<file path="config.mk">
export PLATFORM = sky130hd
export DESIGN_NAME = gpio_setclr_ctrl
export DESIGN_NICKNAME = d
export VERILOG_FILES = /design/src/rtl/gpio_setclr_pkg.sv /design/src/rtl/gpio_setclr_sync.sv /design/src/rtl/gpio_setclr_dec.sv /design/src/rtl/gpio_setclr_bank.sv /design/src/rtl/gpio_setclr_ctrl.sv
export SDC_FILE = /design/constraint.sdc
export NUM_CORES = 1
export LEC_CHECK = 0
export ABC_AREA = 1
export BUFFER_PORTS_ARGS = -buffer_cell sky130_fd_sc_hd__buf_2
export CORE_ASPECT_RATIO = 1.75
export CORE_MARGIN = 1.5
export CORE_UTILIZATION = 50
export CTS_CLUSTER_DIAMETER = 200
export DETAILED_ROUTE_END_ITERATION = 8
export PLACE_DENSITY_LB_ADDON = 0.25
export SLEW_MARGIN = 10
export SYNTH_ARGS = -nofsm -noshare
export SYNTH_HDL_FRONTEND = slang
export SYNTH_SLANG_ARGS = --single-unit
</file>
<file path="constraint.sdc">
create_clock -name clk -period 4.1 [get_ports clk]
set_clock_uncertainty 0.2 [all_clocks]
set_input_delay 0.41 -clock clk [delete_from_list [all_inputs] [get_ports clk]]
set_output_delay 0.41 -clock clk [all_outputs]
set_load 0.05 [all_outputs]
</file>
<file path="src/rtl/gpio_setclr_pkg.sv">
package gpio_setclr_pkg;

  localparam int unsigned BUS_W = 16;

  typedef enum logic [2:0] {
    KIND_NONE = 3'd0,
    KIND_DIR  = 3'd1,
    KIND_LVL  = 3'd2,
    KIND_SET  = 3'd3,
    KIND_CLR  = 3'd4
  } reg_kind_e;

  // address of a bank's copy of a register
  function automatic int unsigned bank_addr(input int unsigned base,
                                            input int unsigned bank,
                                            input int unsigned stride);
    return base + bank * stride;
  endfunction

  // next value of an output latch under set/clear strobes
  function automatic logic [BUS_W-1:0] latch_next(input logic [BUS_W-1:0] cur,
                                                   input logic [BUS_W-1:0] wdata,
                                                   input logic             do_set,
                                                   input logic             do_clr);
    logic [BUS_W-1:0] nx;
    nx = cur;
    if (do_set) nx = nx | wdata;
    if (do_clr) nx = nx & ~wdata;
    return nx;
  endfunction

  // value seen in the level register
  function automatic logic [BUS_W-1:0] level_view(input logic [BUS_W-1:0] dir,
                                                   input logic [BUS_W-1:0] latch,
                                                   input logic [BUS_W-1:0] sync_in);
    return (dir & latch) | (~dir & sync_in);
  endfunction

endpackage

</file>
<file path="src/rtl/gpio_setclr_sync.sv">
module gpio_setclr_sync #(
  parameter int unsigned W      = 32,
  parameter int unsigned STAGES = 2
) (
  input  logic         clk,
  input  logic         rst_n,
  input  logic [W-1:0] d,
  output logic [W-1:0] q
);

  logic [W-1:0] stg [STAGES];

  always_ff @(posedge clk or negedge rst_n) begin
    if (!rst_n) begin
      for (int s = 0; s < int'(STAGES); s++) stg[s] <= '0;
    end else begin
      stg[0] <= d;
      for (int s = 1; s < int'(STAGES); s++) stg[s] <= stg[s-1];
    end
  end

  assign q = stg[STAGES-1];

endmodule

</file>
<file path="src/rtl/gpio_setclr_dec.sv">
module gpio_setclr_dec
  import gpio_setclr_pkg::*;
#(
  parameter int unsigned NBANK    = 2,
  parameter int unsigned ADDR_W   = 12,
  parameter int unsigned DIR_BASE = 32'hC2A,
  parameter int unsigned LVL_BASE = 32'hC30,
  parameter int unsigned SET_BASE = 32'hC34,
  parameter int unsigned CLR_BASE = 32'hC38,
  parameter int unsigned STRIDE   = 2,
  localparam int unsigned BIDX_W  = (NBANK > 1) ? $clog2(NBANK) : 1
) (
  input  logic [ADDR_W-1:0] addr,
  output reg_kind_e         kind,
  output logic [BIDX_W-1:0] bank
);

  always_comb begin
    kind = KIND_NONE;
    bank = '0;
    for (int b = 0; b < int'(NBANK); b++) begin
      if (addr == ADDR_W'(bank_addr(DIR_BASE, b, STRIDE))) begin
        kind = KIND_DIR;
        bank = BIDX_W'(b);
      end
      if (addr == ADDR_W'(bank_addr(LVL_BASE, b, STRIDE))) begin
        kind = KIND_LVL;
        bank = BIDX_W'(b);
      end
      if (addr == ADDR_W'(bank_addr(SET_BASE, b, STRIDE))) begin
        kind = KIND_SET;
        bank = BIDX_W'(b);
      end
      if (addr == ADDR_W'(bank_addr(CLR_BASE, b, STRIDE))) begin
        kind = KIND_CLR;
        bank = BIDX_W'(b);
      end
    end
  end

endmodule

</file>
<file path="src/rtl/gpio_setclr_bank.sv">
module gpio_setclr_bank
  import gpio_setclr_pkg::*;
(
  input  logic             clk,
  input  logic             rst_n,
  input  logic             dir_we,
  input  logic             set_we,
  input  logic             clr_we,
  input  logic [BUS_W-1:0] wdata,
  input  logic [BUS_W-1:0] pins_sync,
  output logic [BUS_W-1:0] dir_q,
  output logic [BUS_W-1:0] latch_q,
  output logic [BUS_W-1:0] level
);

  always_ff @(posedge clk or negedge rst_n) begin
    if (!rst_n) begin
      dir_q <= '0;
    end else if (dir_we) begin
      dir_q <= wdata;
    end
  end

  always_ff @(posedge clk or negedge rst_n) begin
    if (!rst_n) begin
      latch_q <= '0;
    end else if (set_we || clr_we) begin
      latch_q <= latch_next(latch_q, wdata, set_we, clr_we);
    end
  end

  assign level = level_view(dir_q, latch_q, pins_sync);

endmodule

</file>
<file path="src/rtl/gpio_setclr_ctrl.sv">
module gpio_setclr_ctrl
  import gpio_setclr_pkg::*;
#(
  parameter int unsigned NBANK       = 2,
  parameter int unsigned ADDR_W      = 12,
  parameter int unsigned SYNC_STAGES = 2,
  parameter int unsigned DIR_BASE    = 32'hC2A,
  parameter int unsigned LVL_BASE    = 32'hC30,
  parameter int unsigned SET_BASE    = 32'hC34,
  parameter int unsigned CLR_BASE    = 32'hC38,
  parameter int unsigned STRIDE      = 2,
  localparam int unsigned NPIN       = NBANK * BUS_W
) (
  input  logic              clk,
  input  logic              rst_n,
  input  logic              bus_wr,
  input  logic              bus_rd,
  input  logic [ADDR_W-1:0] bus_addr,
  input  logic [BUS_W-1:0]  bus_wdata,
  output logic [BUS_W-1:0]  bus_rdata,
  input  logic [NPIN-1:0]   pin_in,
  output logic [NPIN-1:0]   pin_oe,
  output logic [NPIN-1:0]   pin_out
);

  localparam int unsigned BIDX_W = (NBANK > 1) ? $clog2(NBANK) : 1;

  // named internal events
  reg_kind_e          dec_kind;
  logic [BIDX_W-1:0]  dec_bank;
  logic [NBANK-1:0]   dir_we;
  logic [NBANK-1:0]   set_we;
  logic [NBANK-1:0]   clr_we;
  logic [NPIN-1:0]    pins_sync;
  logic [BUS_W-1:0]   dir_arr   [NBANK];
  logic [BUS_W-1:0]   latch_arr [NBANK];
  logic [BUS_W-1:0]   level_arr [NBANK];
  logic [BUS_W-1:0]   rd_next;

  gpio_setclr_sync #(
    .W      (NPIN),
    .STAGES (SYNC_STAGES)
  ) u_sync (
    .clk   (clk),
    .rst_n (rst_n),
    .d     (pin_in),
    .q     (pins_sync)
  );

  gpio_setclr_dec #(
    .NBANK    (NBANK),
    .ADDR_W   (ADDR_W),
    .DIR_BASE (DIR_BASE),
    .LVL_BASE (LVL_BASE),
    .SET_BASE (SET_BASE),
    .CLR_BASE (CLR_BASE),
    .STRIDE   (STRIDE)
  ) u_dec (
    .addr (bus_addr),
    .kind (dec_kind),
    .bank (dec_bank)
  );

  for (genvar b = 0; b < int'(NBANK); b++) begin : g_bank
    assign dir_we[b] = bus_wr && (dec_kind == KIND_DIR) && (dec_bank == BIDX_W'(b));
    assign set_we[b] = bus_wr && (dec_kind == KIND_SET) && (dec_bank == BIDX_W'(b));
    assign clr_we[b] = bus_wr && (dec_kind == KIND_CLR) && (dec_bank == BIDX_W'(b));

    gpio_setclr_bank u_bank (
      .clk       (clk),
      .rst_n     (rst_n),
      .dir_we    (dir_we[b]),
      .set_we    (set_we[b]),
      .clr_we    (clr_we[b]),
      .wdata     (bus_wdata),
      .pins_sync (pins_sync[b*BUS_W +: BUS_W]),
      .dir_q     (dir_arr[b]),
      .latch_q   (latch_arr[b]),
      .level     (level_arr[b])
    );

    assign pin_oe[b*BUS_W +: BUS_W]  = dir_arr[b];
    assign pin_out[b*BUS_W +: BUS_W] = latch_arr[b];
  end

  always_comb begin
    rd_next = '0;
    for (int b = 0; b < int'(NBANK); b++) begin
      if (dec_bank == BIDX_W'(b)) begin
        if (dec_kind == KIND_DIR) rd_next = dir_arr[b];
        if (dec_kind == KIND_LVL) rd_next = level_arr[b];
      end
    end
  end

  always_ff @(posedge clk or negedge rst_n) begin
    if (!rst_n) begin
      bus_rdata <= '0;
    end else if (bus_rd) begin
      bus_rdata <= rd_next;
    end
  end

endmodule

</file>
==> flow_metrics.py <==
metrics = {
    "cts": {
        "tritoncts_clock_tree": "done",
        "clockBufferDepth": 2,
        "cts.repair.resized": 0,
        "cts-buffers-inserted": 17,
        "clock_insertion_delay_worst_skew_ps": 420,
        "numClockSinks": 144,
        "clock_tree.root_cell": "clkbuf_16",
        "htree_num_levels": 4,
        "clk_pin_slew_worst_paths_ps": 60,
    },
    "critical_path": {
        "r2r_slack_ps": 2560,
        "type_of_destination_of_the_critical_path": "register",
        "worst_r2r_endpoint": "bus_rdata[12]$_DFFE_PN0P_",
        "worst-setup-path-type": "in -> reg",
        "worstSetupStartpointType": "input pin",
        "worst_r2r_path_depth": 7,
        "path_max_fanout": 25,
        "critPathArrivalTime_ps": 2990,
        "crit_reg_reg_startpoint": "g_bank[1].u_bank.dir_q[12]$_DFFE_PN0P_",
        "required_ps": 4200,
        "critPathLaunch": "bus_addr[9]",
    },
    "routing": {
        "detail_route.iter0.violations": 444,
        "drt-pass1-iter-count": 5,
        "post_detailed_route_wirelength_per_cell_um": 16.5,
        "detailroute.via_count": 5726,
        "ant_nets": 0,
        "detail_route.drc_violations": 0,
        "viasPerCell": 5.36,
        "drt_wl_total_mm": 17.6,
    },
    "die": {
        "fp.dieH_um": 152,
        "effective_utilization_at_floorplan_pct": 51.0,
        "floorplan.rows": 54,
        "floorplan.die_area_um2": 13300,
        "io-pin-count": 144,
        "die_w_um": 87.9,
        "floorplan.core_area_um2": 12400,
    },
    "synthesis": {
        "avgSynthCellArea_um2": 8.80,
        "ys_dominant_reg_cell": "dfrtp_1",
        "post-synth-top-area-fraction_pct": 57.1,
        "share_of_the_yosys_chip_area_belonging_to_registers_pct": 57.1,
        "ys_ff_latch": 144,
        "post_synth_most_frequent_cells": "dfrtp_1, nand2_1, nand3_1",
        "synthesis.yosys.warnings": 0,
        "synthTopCellsByArea": "dfrtp_1, nand2_1, nand3_1, nor2_1, inv_1",
        "syn_inst": 717,
        "most_repeated_cell_in_the_gate_level_netlist_after_synthesis": "dfrtp_1",
        "synth_area_um2": 6310,
        "synth_largest_area_cell": "dfrtp_1",
        "synth_nets": 781,
        "synth_edf_count": 0,
        "postSynth.asyncResetShare_pct": 100,
        "yosys.cell_types.count": 29,
    },
    "pwr": {
        "finalPower_uw": 3220,
        "static-leakage-power_uw": 0.00413,
        "ir_drop_worst_case_vdd_mv": 0.321,
        "power_per_cell_area_nw_per_um2": 401,
    },
    "timing": {
        "max_freq_mhz": 347,
        "tightestPinTransition_ps": 1140,
        "hold_viol_final": 0,
        "final-setup-viol-count": 0,
        "fin_worst_setup_slack_ps": 1220,
        "final-max-slew-violation-count": 0,
        "grt_setup_unrepaired": "false",
        "fin_tns_setup_ps": 0,
        "finalWorstPathRequiredPeriod_ps": 2880,
        "final_min_period_over_clock_period_pct": 70.3,
        "max-slew-margin-rel_pct": 23.9,
    },
    "grt": {
        "initial_antenna_violation_count": 0,
        "overflow": 0,
        "grt_pass1_vias": 5825,
        "wire_length_of_the_first_global_routing_pass_mm": 27.7,
        "global_route.usage.total_pct": 27.6,
        "pin_count_of_the_biggest_net_entering_global_routing": 102,
    },
    "flow_run": {
        "cap_viol_max_count": 0,
    },
    "layout": {
        "syn2layout_area_growth_pct": 27.3,
        "layout-drive-gt1-share_pct": 24.6,
        "final_nets": 952,
        "finalNonFillerCells": 1068,
        "filler_cell_count": 1024,
        "antennaDiodeCount": 0,
        "final_area_um2": 8030,
    },
    "outcome": {
        "outcome": "finished, final reports clean",
    },
    "placement": {
        "dp_slack_ps": 780,
        "placedCellCount": 1004,
        "dp_hpwl_mm": 11.4,
        "globalplace.congestion": 0.866,
        "place_area_um2": 7120,
        "placement.io_buffers": 143,
    },
    "min_path": {
        "min-delay-path-class": "in -> reg",
    },
}
critical path, cell delays in order:
cell,delay [ps]
buf_2,110
inv_1,50
nand2_1,70
nor2_4,310
nand3_2,430
nand3_2,540
nand2_1,580
nand3b_1,360
o21a_1,130
layer usage:
layer	GRT usage [%]	routed length [µm]
met1	31.4	6440
met2	46.9	9350
met3	6.88	1210
met4	14.6	588
met5	0	0
power by group:
| part | internal (µW) | switching [µW] |
|---|---|---|
| clock network | 910 | 599 |
| logic | 81.1 | 146 |
| registers | 1460 | 18.2 |
layout by cell type, fill, tap and decap left out, types with 4 or more instances in the layout:
cell type | Yosys | layout
nor2_4 | 5 | 5
inv_1 | 70 | 70
nand2_2 | 6 | 6
nor2_1 | 87 | 87
mux2_2 | 6 | 6
dlygate4sd3_1 | 0 | 33
nand2_1 | 137 | 137
nand4_1 | 16 | 16
a21oi_1 | 52 | 52
clkinvlp_4 | 0 | 4
nand3_1 | 102 | 102
dfrtp_1 | 144 | 144
buf_2 | 8 | 142
or2_2 | 12 | 12
clkbuf_16 | 0 | 17
o21ai_0 | 34 | 34
per-stage QoR:
step                      hold WS (ps)  util [%]
after floorplan                  -85.6         -
after global placement             132      57.6
after detailed placement           135      57.6
after CTS                         47.8      64.9
after global routing              51.5      64.9
final                             53.7      64.9
worst min-delay path by stage:
stage | slack [ps] | cells past startpoint | to | from
2_1_floorplan | -90 | 0 | asynchronous set/reset pin | rst_n
3_3_place_gp | 130 | 0 | u_sync.q[25]$_DFF_PN0_ | u_sync.stg[57]$_DFF_PN0_
3_5_place_dp | 130 | 0 | u_sync.q[28]$_DFF_PN0_ | u_sync.stg[60]$_DFF_PN0_
4_1_cts | 50 | 3 | register | bus_wdata[8]
5_1_grt | 50 | 3 | register | bus_wdata[8]
6_report | 50 | 3 | register | bus_wdata[10]
cell families after synthesis:
| logic type | after synthesis | synth area share, % |
|---|---|---|
| AO/OA/AOI/OAI | 90 | 7.54 |
| AND/OR/NAND/NOR | 376 | 27.5 |
| flip-flops | 144 | 57.1 |
| multiplexers | 6 | 1.07 |
| buffers and inverters | 101 | 6.80 |
final cells by class:
type,count,area (µm²),area share [%]
clock buffer,19,443,5.52
clock inverter,12,135,1.68
inverter,74,280,3.49
multi-input combinational,472,2280,28.4
sequential,144,3600,44.9
tap,168,210,2.62
timing repair buffer,179,1070,13.4
repair_timing:
action / 4_1_cts / 5_1_grt
hold buffers: 33 / 0
endpoints found under the hold margin: 131 / 0
setup buffers: 0 / 0
Note: power is estimated with default switching activity, not from simulation.
